<file path="src/rtl/dma_pkg.sv">
package dma_pkg;
  localparam int DATA_W = 64;
  localparam int BE_W   = DATA_W / 8;
  localparam logic [3:0] SIZE_WORD = 4'b0100;

  typedef enum logic [2:0] {
    ST_IDLE, ST_PLAN, ST_RD, ST_RD_GAP, ST_WR, ST_WR_GAP
  } dma_state_t;

  // Any code other than the word code selects double-word beats.
  function automatic logic is_dword(input logic [3:0] code);
    return code != SIZE_WORD;
  endfunction

  function automatic logic [3:0] beat_bytes(input logic dw);
    return dw ? 4'd8 : 4'd4;
  endfunction

  // Beats needed to cover len bytes, rounding a partial beat up.
  function automatic logic [31:0] beats_needed(input logic [31:0] len, input logic dw);
    logic [32:0] s;
    s = {1'b0, len} + (dw ? 33'd7 : 33'd3);
    return 32'(s >> (dw ? 3 : 2));
  endfunction

  // Enable the lowest nbytes of the beat, steered to a 32-bit half in word mode.
  function automatic logic [BE_W-1:0] lane_be(input logic dw, input logic [3:0] nbytes,
                                               input logic a2);
    logic [BE_W-1:0] m;
    m = BE_W'((16'd1 << nbytes) - 16'd1);
    if (!dw) m = a2 ? {m[3:0], 4'h0} : {4'h0, m[3:0]};
    return m;
  endfunction
endpackage

</file>
<file path="src/rtl/dma_buf.sv">
module dma_buf #(
  parameter int DEPTH = 16,
  parameter int W     = 64,
  localparam int PW   = $clog2(DEPTH)
) (
  input  logic          clk,
  input  logic          we,
  input  logic [PW-1:0] waddr,
  input  logic [W-1:0]  wdata,
  input  logic [PW-1:0] raddr,
  output logic [W-1:0]  rdata
);
  logic [W-1:0] mem [DEPTH];

  always_ff @(posedge clk) begin
    if (we) mem[waddr] <= wdata;
  end

  assign rdata = mem[raddr];
endmodule

</file>
<file path="src/rtl/dma_lane.sv">
module dma_lane #(
  parameter int W = 64,
  localparam int HALF = W / 2
) (
  input  logic         dw,
  input  logic         rd_a2,
  input  logic         wr_a2,
  input  logic [W-1:0] rdata,
  input  logic [W-1:0] buf_q,
  output logic [W-1:0] cap,
  output logic [W-1:0] wdata
);
  // Word mode keeps the addressed half in the low half of a buffer entry.
  assign cap = dw ? rdata
                  : {{HALF{1'b0}}, (rd_a2 ? rdata[W-1:HALF] : rdata[HALF-1:0])};

  assign wdata = dw ? buf_q
                    : (wr_a2 ? {buf_q[HALF-1:0], {HALF{1'b0}}}
                             : {{HALF{1'b0}}, buf_q[HALF-1:0]});
endmodule

</file>
<file path="src/rtl/dma_mover.sv">
module dma_mover
  import dma_pkg::*;
#(
  parameter int ADDR_W    = 32,
  parameter int LEN_W     = 16,
  parameter int BUF_DEPTH = 16
) (
  input  logic              clk,
  input  logic              rst_n,
  input  logic              start,
  input  logic [3:0]        cfg_size,
  input  logic              cfg_src_inc,
  input  logic              cfg_dst_inc,
  input  logic [ADDR_W-1:0] cfg_src,
  input  logic [ADDR_W-1:0] cfg_dst,
  input  logic [LEN_W-1:0]  cfg_len,
  output logic              bus_req,
  output logic              bus_rnw,
  output logic              bus_burst,
  output logic [ADDR_W-1:0] bus_addr,
  output logic [BE_W-1:0]   bus_be,
  output logic [DATA_W-1:0] bus_wdata,
  input  logic              bus_ack,
  input  logic              bus_term,
  input  logic              bus_err,
  input  logic [DATA_W-1:0] bus_rdata,
  output logic              busy,
  output logic              done,
  output logic              err_flag,
  output logic [ADDR_W-1:0] cur_src,
  output logic [ADDR_W-1:0] cur_dst,
  output logic [LEN_W-1:0]  cur_len
);
  localparam int PTR_W = $clog2(BUF_DEPTH);
  localparam int IDX_W = PTR_W + 1;

  dma_state_t        state;
  logic              dw_q, sinc_q, dinc_q, done_q, err_q;
  logic [ADDR_W-1:0] src_q, dst_q;
  logic [LEN_W-1:0]  len_q;
  logic [IDX_W-1:0]  chunk_q, rd_idx, wr_idx;

  // Named internal events, also watched by the checker.
  logic              in_rd, in_wr, beat_fire, abort_evt, txn_end;
  logic [IDX_W-1:0]  side_left, chunk_next;
  logic [3:0]        bb, tail;
  logic [31:0]       need;
  logic [LEN_W-1:0]  len_after;
  logic [DATA_W-1:0] cap_word, buf_q;

  assign bb        = beat_bytes(dw_q);
  assign in_rd     = (state == ST_RD);
  assign in_wr     = (state == ST_WR);
  assign bus_req   = in_rd | in_wr;
  assign bus_rnw   = in_rd;
  assign beat_fire = bus_req & bus_ack & ~bus_err;
  assign abort_evt = bus_req & bus_err;
  assign side_left = chunk_q - (in_rd ? rd_idx : wr_idx);
  assign txn_end   = beat_fire & (bus_term | (side_left == IDX_W'(1)));
  assign bus_burst = bus_req & (side_left >= IDX_W'(2));
  assign bus_addr  = in_wr ? dst_q : src_q;

  assign tail      = (len_q < LEN_W'(bb)) ? len_q[3:0] : bb;
  assign bus_be    = bus_req ? lane_be(dw_q, in_wr ? tail : bb, bus_addr[2]) : '0;
  assign len_after = (len_q > LEN_W'(bb)) ? len_q - LEN_W'(bb) : '0;

  assign need       = beats_needed(32'(len_q), dw_q);
  assign chunk_next = (need > 32'(BUF_DEPTH)) ? IDX_W'(BUF_DEPTH) : need[IDX_W-1:0];

  dma_buf #(.DEPTH(BUF_DEPTH), .W(DATA_W)) u_buf (
    .clk   (clk),
    .we    (in_rd & beat_fire),
    .waddr (rd_idx[PTR_W-1:0]),
    .wdata (cap_word),
    .raddr (wr_idx[PTR_W-1:0]),
    .rdata (buf_q)
  );

  dma_lane #(.W(DATA_W)) u_lane (
    .dw    (dw_q),
    .rd_a2 (src_q[2]),
    .wr_a2 (dst_q[2]),
    .rdata (bus_rdata),
    .buf_q (buf_q),
    .cap   (cap_word),
    .wdata (bus_wdata)
  );

  always_ff @(posedge clk) begin
    if (!rst_n) begin
      state   <= ST_IDLE;
      dw_q    <= 1'b0;
      sinc_q  <= 1'b0;
      dinc_q  <= 1'b0;
      done_q  <= 1'b0;
      err_q   <= 1'b0;
      src_q   <= '0;
      dst_q   <= '0;
      len_q   <= '0;
      chunk_q <= '0;
      rd_idx  <= '0;
      wr_idx  <= '0;
    end else begin
      done_q <= 1'b0;
      case (state)
        ST_IDLE: if (start) begin
          dw_q   <= is_dword(cfg_size);
          sinc_q <= cfg_src_inc;
          dinc_q <= cfg_dst_inc;
          src_q  <= cfg_src;
          dst_q  <= cfg_dst;
          len_q  <= cfg_len;
          err_q  <= 1'b0;
          state  <= ST_PLAN;
        end
        ST_PLAN: if (len_q == '0) begin
          done_q <= 1'b1;
          state  <= ST_IDLE;
        end else begin
          chunk_q <= chunk_next;
          rd_idx  <= '0;
          wr_idx  <= '0;
          state   <= ST_RD;
        end
        ST_RD: if (abort_evt) begin
          err_q <= 1'b1;
          state <= ST_IDLE;
        end else if (beat_fire) begin
          rd_idx <= rd_idx + IDX_W'(1);
          if (sinc_q) src_q <= src_q + ADDR_W'(bb);
          if (txn_end) state <= ST_RD_GAP;
        end
        ST_RD_GAP: state <= (rd_idx == chunk_q) ? ST_WR : ST_RD;
        ST_WR: if (abort_evt) begin
          err_q <= 1'b1;
          state <= ST_IDLE;
        end else if (beat_fire) begin
          wr_idx <= wr_idx + IDX_W'(1);
          len_q  <= len_after;
          if (dinc_q) dst_q <= dst_q + ADDR_W'(bb);
          if (txn_end) state <= ST_WR_GAP;
        end
        ST_WR_GAP: state <= (wr_idx == chunk_q) ? ST_PLAN : ST_WR;
        default:   state <= ST_IDLE;
      endcase
    end
  end

  assign busy     = (state != ST_IDLE);
  assign done     = done_q;
  assign err_flag = err_q;
  assign cur_src  = src_q;
  assign cur_dst  = dst_q;
  assign cur_len  = len_q;
endmodule

</file>
<file path="config.mk">
export PLATFORM = sky130hd
export DESIGN_NAME = dma_mover
export DESIGN_NICKNAME = d
export VERILOG_FILES = /design/src/rtl/dma_pkg.sv /design/src/rtl/dma_buf.sv /design/src/rtl/dma_lane.sv /design/src/rtl/dma_mover.sv
export SDC_FILE = /design/constraint.sdc
export NUM_CORES = 1
export LEC_CHECK = 0
export CAP_MARGIN = 5
export CORE_UTILIZATION = 25
export DETAILED_ROUTE_END_ITERATION = 10
export PLACE_DENSITY = 0.52
export SYNTH_ARGS = -nofsm -noshare
export SYNTH_HDL_FRONTEND = slang
export SYNTH_SLANG_ARGS = --single-unit
</file>
<file path="constraint.sdc">
create_clock -name clk -period 10.6 [get_ports clk]
set_input_delay 3.18 -clock clk [delete_from_list [all_inputs] [get_ports clk]]
set_output_delay 3.18 -clock clk [all_outputs]
set_load 0.01 [all_outputs]
</file>
# Word level (Yosys, flattened, before mapping)
# Memory sizes are Yosys's and may differ from the RTL's. A register that Yosys moved wholly into a read port is not among the register bits.
# Cells that the tools add are included.
# word_totals
ram_bits	1024
in_bits	156
mem_count	1
out_inout_bits	190
word_cells	134
reg_bits	103
# op_classes
n_bitwise	10
eq_ne	22
n_shift	2
magnitude_cmp	4
reduce_logical	19
n_mux	56
addsub	8
# memory_table
memory	depth	word_bits	read_ports	rd_clocked_by_memory_dff	write_ports	line_no	source
u_buf.mem	16	64	1	1	1	dma_buf.sv:13	logic [W-1:0] mem [DEPTH];
# ops
cell	n
two-way mux 32 bit	10
two-way mux 64 bit	3
case mux 32 bit (2 select lines)	2
adder 32 x 4 -> 32 bit	2
two-way mux 16 bit	4
two-way mux 5 bit	7
greater-than comparator 32 x 5 -> 1 bit (second input constant)	1
case mux 16 bit (2 select lines)	1
right shift 17 x 2 -> 32 bit	1
two-way mux 3 bit	10
two-way mux 8 bit	3
two-way mux 4 bit	5
case mux 5 bit (2 select lines)	2
case mux 3 bit (6 select lines)	1
adder 16 x 3 -> 17 bit	1
greater-than comparator 16 x 4 -> 1 bit	1
zero test 16 bit	1
< comparator 16 x 4 -> 1 bit	1
subtractor 16 x 4 -> 16 bit	1
AND reduction 5 bit	3
inequality test 2 bit (second input constant)	6
inequality test 3 x 1 -> 1 bit (second input constant)	4
AND reduction 4 bit	3
adder 5 x 1 -> 5 bit (second input constant)	2
23 further kinds	46

# Depth between registers and ports, before layout
# Gate-level depths: netlist (run 1).
# depth
word_depth	10
ltp_mapped	16
depth_no_buf	13

# Hierarchy
# A second synthesis (run 1) with hierarchy kept.
# unflattened
cells_unflattened	2805
hier_area_um2	47030.1
# modules_own_cells
mod	area_per_inst_um2	cells_per_inst	seq_area_each_um2	instances
dma_buf	38301.7	1583	30749.5	1
dma_mover	7442.1	1073	2062.0	1
dma_lane	1286.2	149	0.0	1

# Worst setup path after synthesis (run 1)
# No wires, ideal clock.
# synth_timing
path_type	input -> register
start	in bus_err
end	mem u_buf.mem[2][0] (enable)
required_time_ns	10.035
path_slack_ns	1.657
n_path_buf	1
setup_time_ns	0.565
arrival_ns	8.379
cell_stages	5
path_cell_list	clkbuf_1 -> nand2b_1 -> nor2_1 -> nand2_1 -> nor3_1
# synth_via
elab_chain_len	5
# synth_lines
item	line_no	source
start: declaration	dma_mover.sv:25	input logic bus_err,
inverter 1 bit	dma_mover.sv:56	assign beat_fire = bus_req & bus_ack & ~bus_err;
AND 1 bit	dma_mover.sv:56	
AND 1 bit	dma_mover.sv:72	.we (in_rd & beat_fire),
two-way mux 1 bit	dma_buf.sv:16	if (we) mem[waddr] <= wdata;
two-way mux 1 bit (not written as such)	dma_buf.sv:16	
end: declaration	dma_buf.sv:13	
# Every way passes these cells.

# Final worst setup path (run 1)
# layout_timing
start	reg dw_q
end	out bus_be[4]
# layout_via
elab_chain_len	9
# layout_lines
item	line_no	source
start: declaration	dma_mover.sv:38	logic dw_q, sinc_q, dinc_q, done_q, err_q;
start signal: assignment	dma_mover.sv:107	dw_q <= is_dword(cfg_size);
two-way mux 4 bit	dma_pkg.sv:16	return dw ? 4'd8 : 4'd4;
< comparator 16 x 4 -> 1 bit	dma_mover.sv:63	assign tail = (len_q < LEN_W'(bb)) ? len_q[3:0] : bb;
two-way mux 4 bit	dma_mover.sv:63	
two-way mux 4 bit	dma_mover.sv:64	assign bus_be = bus_req ? lane_be(dw_q, in_wr ? tail : bb, bus_addr[2]) : '0;
<< shifter 1 x 4 -> 8 bit	dma_pkg.sv:30	m = BE_W'((16'd1 << nbytes) - 16'd1);
subtractor 8 x 1 -> 8 bit	dma_pkg.sv:30	
two-way mux 8 bit	dma_pkg.sv:31	if (!dw) m = a2 ? {m[3:0], 4'h0} : {4'h0, m[3:0]};
two-way mux 8 bit *	dma_pkg.sv:31	
two-way mux 8 bit *	dma_mover.sv:64	
end: declaration	dma_mover.sv:21	output logic [BE_W-1:0] bus_be,
# Mark *: on every way between the ends. The rest lies on a longest branch, timed or not.

==> results.ini, run 1 <==
[run_status]
status=complete, no violations

[timing]
setup_violations=0
post-route-min-period_ns=9.30
timing.final.crit_share_pct=87.7
drv_slew=0
rsz0062_at_grt=no
fin_tns_setup_ns=0
hold_violations=0
slew-limit-headroom_pct=29.6
whs_ns=0.466
fin_worst_skew_ns=0.0330
setup_slack_ns=1.30
max_freq_mhz=108
worst_pin_slew_ns=1.05

[logic_synthesis]
ys_seq_elements=1131
synth_cell_types=78
async_flop_share_pct=0
syn-mean-instance-area_um2=17.8
synth_nets=2796
ys_warn_count=0
synthesis.area_mm2=0.0467
synth_flop_cell=edfxtp_1
synth_edf_count=1024
yosysSeqAreaShare_pct=70.4
syn_inst=2619

[final_layout]
finalNetCount=3141
fillCellCount=18200
final_core_util_pct=30.8
multi_input_area_mm2=0.0132
layout_common_cells=edfxtp_1, clkdlybuf4s50_1, mux4_2
final_cell_count_no_fill=5542
layout-drive-gt1-share_pct=20.7
final_common_cell=edfxtp_1
synthToLayoutAreaGrowth_pct=22.4
seq_area_mm2=0.0329
finalInstanceArea_mm2=0.0572

[die]
core_mm2=0.185
rows=158
die_w_um=434
pin_count=346
initial_core_util_pct=25.2
die_area_mm2=0.189
dieHeight_um=434

[routing]
dr_total_vias=26000
wirelength_um=140000
ant_nets=0
routed_via_density=4.70
dr.pass1.iters=6
drt_iter0_markers=2078
wl_per_cell_um=25.3
drc=0

[job]
cap_violations=0

[worst_setup_path]
cpLargestDelayFamily=simple AND/OR/NAND/NOR gates
worst_ep_arrival_time_ns=6.12
crit_fanout=49
crit_slowest_cell=dfxtp_4
critPathMaxStageDelay_ns=0.76
timing.critical_path.buf_inv=2
required_ns=7.42
critical_path_class=flip-flop to primary output
crit_chain=clkinv_1 > fa_1 > or3_1 > nor3_1 > nand3_1 > ha_1 > nor4b_1 > a31oi_1 > a31oi_1 > clkdlybuf4s50_1
endpoint_kind=primary output
startpoint_type=flip-flop
cpMostUsedCell=a31oi_1

[clocking]
cts_root_buf=clkbuf_16
h-tree-depth=3
cts_made_buffers=116
cts_tree=built
clockBufferDepth=3
post_cts_buffers=0
path_clk_slew_ns=0.07
clkSinkCount=1131
post_cts_resized=0
postCtsHoldBufs=0
clock_latency_ns=0.75

[global_route]
grt_pass1_wl_um=199000
grt_max_degree=119
gr-usage-all-layers_pct=14.6
grt_pass1_vias=26700
grt-ovfl-total=0
antenna_found_initial=10

[pwr]
leakage_nw=17.5
peakVddDrop_mv=0.135
powerDensity_mw_per_mm2=184
finalPower_mw=10.5

[placed_design]
place_inst=5326
post-place-ws_ns=1.84
place.gp.congestion=0.877
placed_cell_area_mm2=0.0532
io_buffer_count=345
dpl.hpwl_um=86600

[hold_path]
hp-class=flip-flop to flip-flop

sequential cells by signal, indices dropped and copies added (netlist names), named ones only:
name and flops:
dw_q 1, rd_idx 5, cur_src 32, wr_idx 5, u_buf.mem 1024, chunk_q 5, cur_dst 32, state 3
sinc_q 1, dinc_q 1, err_flag 1, done 1, cur_len 16
report_power, final:
part	total (mW)	internal (mW)	switching (mW)	leakage [nW]
combinational	1.11	0.453	0.653	5.37
sequential	5.14	5.00	0.139	10.2
clock	4.25	2.45	1.80	1.91
total	10.5	7.91	2.59	17.5
kinds of logic (layout without fill, tap and decap cells):
kind of cell,count (synthesis),in the layout,synth area share [%]
other,0,1,0
muxes,361,361,16.4
adders and majority gates,23,23,0.669
buffers and inverters,198,640,1.64
xor gates and xnor gates,21,21,0.394
and+or+nand+nor,546,546,5.67
DFF,1131,1131,70.4
AOI/OAI and AO/OA,339,339,4.84
path summary, 6_finish.rpt:
kind | depth (start not counted) | start | slack (ns) | end
worst min register to register | 2 | sinc_q$_SDFFE_PN0P_ | 0.47 | sinc_q$_SDFFE_PN0P_
worst min-delay path | 2 | sinc_q$_SDFFE_PN0P_ | 0.47 | sinc_q$_SDFFE_PN0P_
worst max register to register | 7 | state[1]$_SDFFE_PN0P_ | 6.20 | u_buf.mem[7][20]$_DFFE_PP_
worst max-delay path | 10 | dw_q$_SDFFE_PN0P_ | 1.30 | bus_be[4]
final cells by class:
cell class | count | area share, %
timing repair buffer | 399 | 6.86
tap | 2480 | 5.43
clock buffer | 137 | 5.21
sequential | 1131 | 57.6
antenna | 1 | 0.00438
clock inverter | 78 | 1.66
multi-input combinational | 1290 | 23.1
inverter | 26 | 0.171
layer usage:
layer / global-route usage, % / part of all wire, % / up-vias
met5: 0 / 0.043 / -
met4: 5.41 / 3.6 / 10
met3: 2.66 / 5.6 / 218
met2: 25.7 / 51 / 761
met1: 17.8 / 40 / 13700
li1: - / - / 11300
tightest hold or removal path, cell delays in order, from the launching register on:
cell and delay, ns:
dfxtp_1 0.31, nand2_1 0.05, a21oi_1 0.06
Yosys cell counts (6+ instances only):
library cell,number,area share [%]
nand4_1,13,0.17
buf_2,6,0.064
a211oi_1,17,0.27
clkbuf_1,130,1.0
o31ai_1,8,0.13
mux2_2,34,0.82
mux2i_1,7,0.15
nand2_1,187,1.5
nor3_1,29,0.31
nand3_1,42,0.45
or4_1,6,0.096
or3_1,10,0.13
o21ai_0,70,0.75
nor2_1,121,0.97
o22ai_1,13,0.17
and4_1,6,0.11
a31oi_1,21,0.28
o211ai_1,12,0.19
inv_1,24,0.19
a21oi_1,87,0.93
o221a_2,9,0.22
dfxtp_1,107,4.6
nand2b_1,9,0.12
buf_1,33,0.27
a22o_1,35,0.66
edfxtp_1,1024,66
xor2_1,14,0.26
and2_1,74,0.99
xnor2_1,7,0.13
a22oi_1,14,0.22
and3_1,14,0.19
ha_1,17,0.46
nor4_1,12,0.16
mux4_2,320,15
(Power assumes the default switching activity.)
==> inputs of run 2 (changes only) <==
--- a/config.mk
+++ b/config.mk
@@ -7,6 +7,7 @@
 export LEC_CHECK = 0
 export CAP_MARGIN = 5
 export CORE_UTILIZATION = 25
+export CTS_CLUSTER_SIZE = 14
 export DETAILED_ROUTE_END_ITERATION = 10
 export PLACE_DENSITY = 0.52
 export SYNTH_ARGS = -nofsm -noshare
==> run 2 against run 1 <==
Setup slack worse by 0.026 ns. Worst hold slack got worse by 0.00094 ns. Die area did not move. Count of clock-buffer cells in the layout increased by 2. Critical path depth did not move. Sequential cell count unchanged. Sequential power is essentially flat. Clock skew increased by 0.0029 ns. Fmax fell by 0.28%. Utilization about the same. Critical endpoint unchanged. Highest routed layer unchanged.
==> results.ini, run 2 (synthesis gave the netlist of run 1 again) <==
[global_route]
grt_pass1_wl_um=198000
antenna_found_initial=10
grt-ovfl-total=0
gr-usage-all-layers_pct=14.6
grt_pass1_vias=26700
grt_max_degree=119

[timing]
worst_pin_slew_ns=1.05
slew-limit-headroom_pct=29.5
fin_tns_setup_ns=0
max_freq_mhz=107
fin_worst_skew_ns=0.0359
setup_violations=0
timing.final.crit_share_pct=87.9
setup_slack_ns=1.28
hold_violations=0
drv_slew=0
rsz0062_at_grt=no
post-route-min-period_ns=9.32

[final_layout]
fillCellCount=18200
final_common_cell=edfxtp_1
layout-drive-gt1-share_pct=20.5
largest_reg_flops=1024
finalNetCount=3141
largest_register=u_buf.mem
layout_common_cells=edfxtp_1, clkdlybuf4s50_1, mux4_2
synthToLayoutAreaGrowth_pct=22.2

[clocking]
postCtsHoldBufs=0
post_cts_buffers=0
post_cts_resized=0
clockBufferDepth=3
cts_root_buf=clkbuf_16
clkSinkCount=1131
h-tree-depth=3
cts_tree=built
path_clk_slew_ns=0.07
cts_made_buffers=116
clock_latency_ns=0.75

[die]
initial_core_util_pct=25.2
pin_count=346
die_w_um=434
core_mm2=0.185
dieHeight_um=434
die_area_mm2=0.189
rows=158

[placed_design]
place.gp.congestion=0.877
dpl.hpwl_um=86600
io_buffer_count=345
post-place-ws_ns=1.84

[worst_setup_path]
worst_ep_arrival_time_ns=6.14
startpoint_type=flip-flop
required_ns=7.42
critical_path_class=flip-flop to primary output
endpoint_kind=primary output
crit_fanout=49

[run_status]
status=complete, no violations

[pwr]
peakVddDrop_mv=0.138
powerDensity_mw_per_mm2=183
leakage_nw=17.4
finalPower_mw=10.4

[routing]
dr.pass1.iters=8
drt_iter0_markers=2005
routed_via_density=4.70
drc=0
dr_total_vias=26100
wirelength_um=140000
wl_per_cell_um=25.3
ant_nets=0

[job]
cap_violations=0

[hold_path]
hp-class=flip-flop to flip-flop

[run 2: cell types whose count changed in the layout (fill, tap and decap cells not counted), sizes merged]
cell,delta
clkinvlp,-4
bufinv,-2
clkbuf,+2
clkinv,+4
[run 2: power by group]
group	internal [mW]	total, mW	switching, mW	leakage, nW
Combinational	0.453	1.11	0.653	5.37
Clock	2.40	4.19	1.79	1.89
Sequential	5.00	5.14	0.139	10.2
[run 2: area by class of cell]
class                      instances  area [um2]  area share (%)
antenna                            1        2.50         0.00438
timing repair buffer             399        3920            6.87
multi-input combinational       1290       13200            23.1
sequential                      1131       32900            57.6
clock inverter                    76         877            1.54
tap                             2480        3100            5.43
inverter                          26        97.6           0.171
clock buffer                     139        2990            5.23
[run 2: worst max-delay path, stage by stage, from the launching register on]
cell,delay [ns]
dfxtp_4,0.76
clkinv_1,0.75
fa_1,0.76
or3_1,0.53
nor3_1,0.51
nand3_1,0.16
ha_1,0.32
nor4b_1,0.26
a31oi_1,0.09
a31oi_1,0.58
clkdlybuf4s50_1,0.67
[run 2: through the flow]
stage / instance area [um2] / util, % / instances / hold WS [ns]
after floorplan: 46700 / - / 2619 / 0.432
after global placement: 53200 / 28.7 / 5326 / 0.443
after detailed placement: 53200 / 28.7 / 5326 / 0.456
after CTS: 57100 / 30.8 / 5541 / 0.466
after global routing: 57100 / 30.8 / 5541 / 0.513
final: 57100 / 30.8 / 5542 / 0.465
[run 2: per-layer routing]
layer	track usage, %	vias up	share of wire, %	wire length, um
li1	-	11300	-	-
met5	0	-	0.043	60
met4	5.39	10	3.6	5010
met3	2.67	217	5.5	7730
met2	25.6	776	51	71800
met1	17.7	13800	40	55600
[run 2: path summary, 6_finish.rpt]
path                               from                           to  cells past startpoint  slack (ns)
hold reg to reg     sinc_q$_SDFFE_PN0P_          sinc_q$_SDFFE_PN0P_                      2        0.46
hold / removal      sinc_q$_SDFFE_PN0P_          sinc_q$_SDFFE_PN0P_                      2        0.46
setup / recovery      dw_q$_SDFFE_PN0P_                    bus_be[4]                     10        1.28
setup reg to reg  state[1]$_SDFFE_PN0P_  u_buf.mem[12][15]$_DFFE_PP_                      7        6.23
==> inputs of run 3 (changes only) <==
--- a/config.mk
+++ b/config.mk
@@ -10,6 +10,7 @@
 export CTS_CLUSTER_SIZE = 14
 export DETAILED_ROUTE_END_ITERATION = 10
 export PLACE_DENSITY = 0.52
+export RECOVER_POWER = 25
 export SYNTH_ARGS = -nofsm -noshare
 export SYNTH_HDL_FRONTEND = slang
 export SYNTH_SLANG_ARGS = --single-unit
==> run 3 against run 2 <==
Non-clock buffer count unchanged. Count of clock-buffer cells in the layout unchanged. Fmax decreased by 0.27%. Sequential power about the same. Critical path depth unchanged. Routed wire length about the same. Worst hold slack improved by 0.00057 ns. First-iteration DRC count increased by 1.6%. Cell area about the same. Via count decreased by 0.12%. Critical path type unchanged. Critical endpoint unchanged.
==> results.ini, run 3 (synthesis gave the netlist of run 1 again) <==
[final_layout]
largest_reg_flops=1024
fillCellCount=18200
layout-drive-gt1-share_pct=19.6
final_common_cell=edfxtp_1
largest_register=u_buf.mem
final_cell_count_no_fill=5544
layout_common_cells=edfxtp_1, mux4_2, clkdlybuf4s50_1
finalNetCount=3141
synthToLayoutAreaGrowth_pct=22.3

[pwr]
p_int_mw=7.86
peakVddDrop_mv=0.139
leakage_nw=17.4
p_seq_share_pct=49.3
pwr-share-clk_pct=40.2
pwr-share-comb_pct=10.5
switchingPower_mw=2.58
p_sw_share_pct=24.7
powerDensity_mw_per_mm2=183

[global_route]
antenna_found_initial=13
grt_max_degree=119
gr-usage-all-layers_pct=14.6
grt_pass1_wl_um=198000
grt-ovfl-total=0
grt_pass1_vias=26700

[clocking]
clockBufferDepth=3
cts_made_buffers=116
path_clk_slew_ns=0.07
post_cts_resized=0
clock_latency_ns=0.75
cts_root_buf=clkbuf_16
cts_tree=built
clkSinkCount=1131
post_cts_buffers=0
h-tree-depth=3
postCtsHoldBufs=0

[routing]
dr.pass1.iters=7
dr_total_vias=26000
drc=0
wl_per_cell_um=25.3
drt_iter0_markers=2038
wirelength_um=140000
routed_via_density=4.70
ant_nets=0

[worst_setup_path]
r2r_end=u_buf.mem[7][15]$_DFFE_PP_
crit_fanout=49
startpoint=dw_q$_SDFFE_PN0P_
required_ns=7.42
reg2reg_depth=7
worst_ep_arrival_time_ns=6.17
rrSetupSlack_ns=6.20
startpoint_type=flip-flop
endpoint_kind=primary output
critical_path_class=flip-flop to primary output
setup.worst_path.end=bus_be[4]
rr_startpoint=state[1]$_SDFFE_PN0P_

[timing]
fin_worst_skew_ns=0.0367
timing.final.crit_share_pct=88.2
drv_slew=0
slew-limit-headroom_pct=29.7
setup_violations=0
fin_tns_setup_ns=0
setup_slack_ns=1.25
rsz0062_at_grt=no
worst_pin_slew_ns=1.05
max_freq_mhz=107
hold_violations=0
post-route-min-period_ns=9.35

[run_status]
status=complete, no violations

[placed_design]
place.gp.congestion=0.877
dpl.hpwl_um=86600
io_buffer_count=345
post-place-ws_ns=1.84
place_inst=5326

[job]
cap_violations=0

[die]
rows=158
pin_count=346
initial_core_util_pct=25.2
core_mm2=0.185
dieHeight_um=434
die_w_um=434
die_area_mm2=0.189

[hold_path]
hp-class=flip-flop to flip-flop

## run 3: cell count changes in the layout (fill, tap and decap cells not counted)
cell,delta
clkdlybuf4s50_1,-30
and2_1,-11
and2_0,+11
mux2_2,-28
dlygate4sd3_1,+30
mux2_1,+28
diode_2,+2
## run 3: critical path: stages, from the launching register on
cell and delay, ns:
dfxtp_4 0.76, clkinv_1 0.77, fa_1 0.77, or3_1 0.53
nor3_1 0.52, nand3_1 0.17, ha_1 0.32, nor4b_1 0.26
a31oi_1 0.09, a31oi_1 0.57, clkdlybuf4s50_1 0.67
## run 3: area by class of cell
type                    instances  area (um2)  area share (%)
multi-input cells            1290       13200            23.1
inverters                      26        97.6           0.171
clock inverters                76         877            1.54
flip-flops and latches       1131       32900            57.6
well taps                    2480        3100            5.43
repair buffers                399        3920            6.86
clock buffers                 139        2990            5.23
diodes                          3        7.51          0.0131
## run 3: worst min path at each step
stage / cells after the start / startpoint / slack (ns) / end
after detailed placement: 2 / sinc_q$_SDFFE_PN0P_ / 0.46 / sinc_q$_SDFFE_PN0P_
after floorplan: 2 / sinc_q$_SDFFE_PN0P_ / 0.43 / sinc_q$_SDFFE_PN0P_
final: 2 / sinc_q$_SDFFE_PN0P_ / 0.47 / sinc_q$_SDFFE_PN0P_
after CTS: 2 / sinc_q$_SDFFE_PN0P_ / 0.47 / sinc_q$_SDFFE_PN0P_
after global placement: 2 / sinc_q$_SDFFE_PN0P_ / 0.44 / sinc_q$_SDFFE_PN0P_
after global routing: 2 / cur_src[0]$_SDFFE_PN0P_ / 0.51 / cur_src[0]$_SDFFE_PN0P_
## run 3: power groups by stage
| stage | combinational [mW] | sequential [mW] | clock, mW |
|---|---|---|---|
| 3_3_place_gp | 1.10 | 5.23 | 0 |
| 5_1_grt | 1.19 | 5.15 | 4.45 |
| 6_report | 1.10 | 5.14 | 4.19 |
| 2_1_floorplan | 0.552 | 5.18 | 0 |
| 3_5_place_dp | 1.12 | 5.23 | 0 |
| 4_1_cts | 1.12 | 5.14 | 4.28 |
## run 3: routing by layer
metal	GRT usage, %	up-vias	routed length [um]	part of all wire, %
li1	-	11300	-	-
met1	17.7	13700	55600	40
met2	25.6	769	71700	51
met3	2.67	214	7770	5.5
met4	5.39	10	5120	3.6
met5	0	-	60	0.043
## run 3: metrics by stage
step | area (um2) | util (%) | hold WS (ns) | power [mW]
after floorplan | 46700 | - | 0.432 | 5.73
after global placement | 53200 | 28.7 | 0.443 | 6.33
after detailed placement | 53200 | 28.7 | 0.456 | 6.35
after CTS | 57100 | 30.8 | 0.466 | 10.5
after global routing | 57100 | 30.8 | 0.513 | 10.8
final | 57100 | 30.8 | 0.465 | 10.4
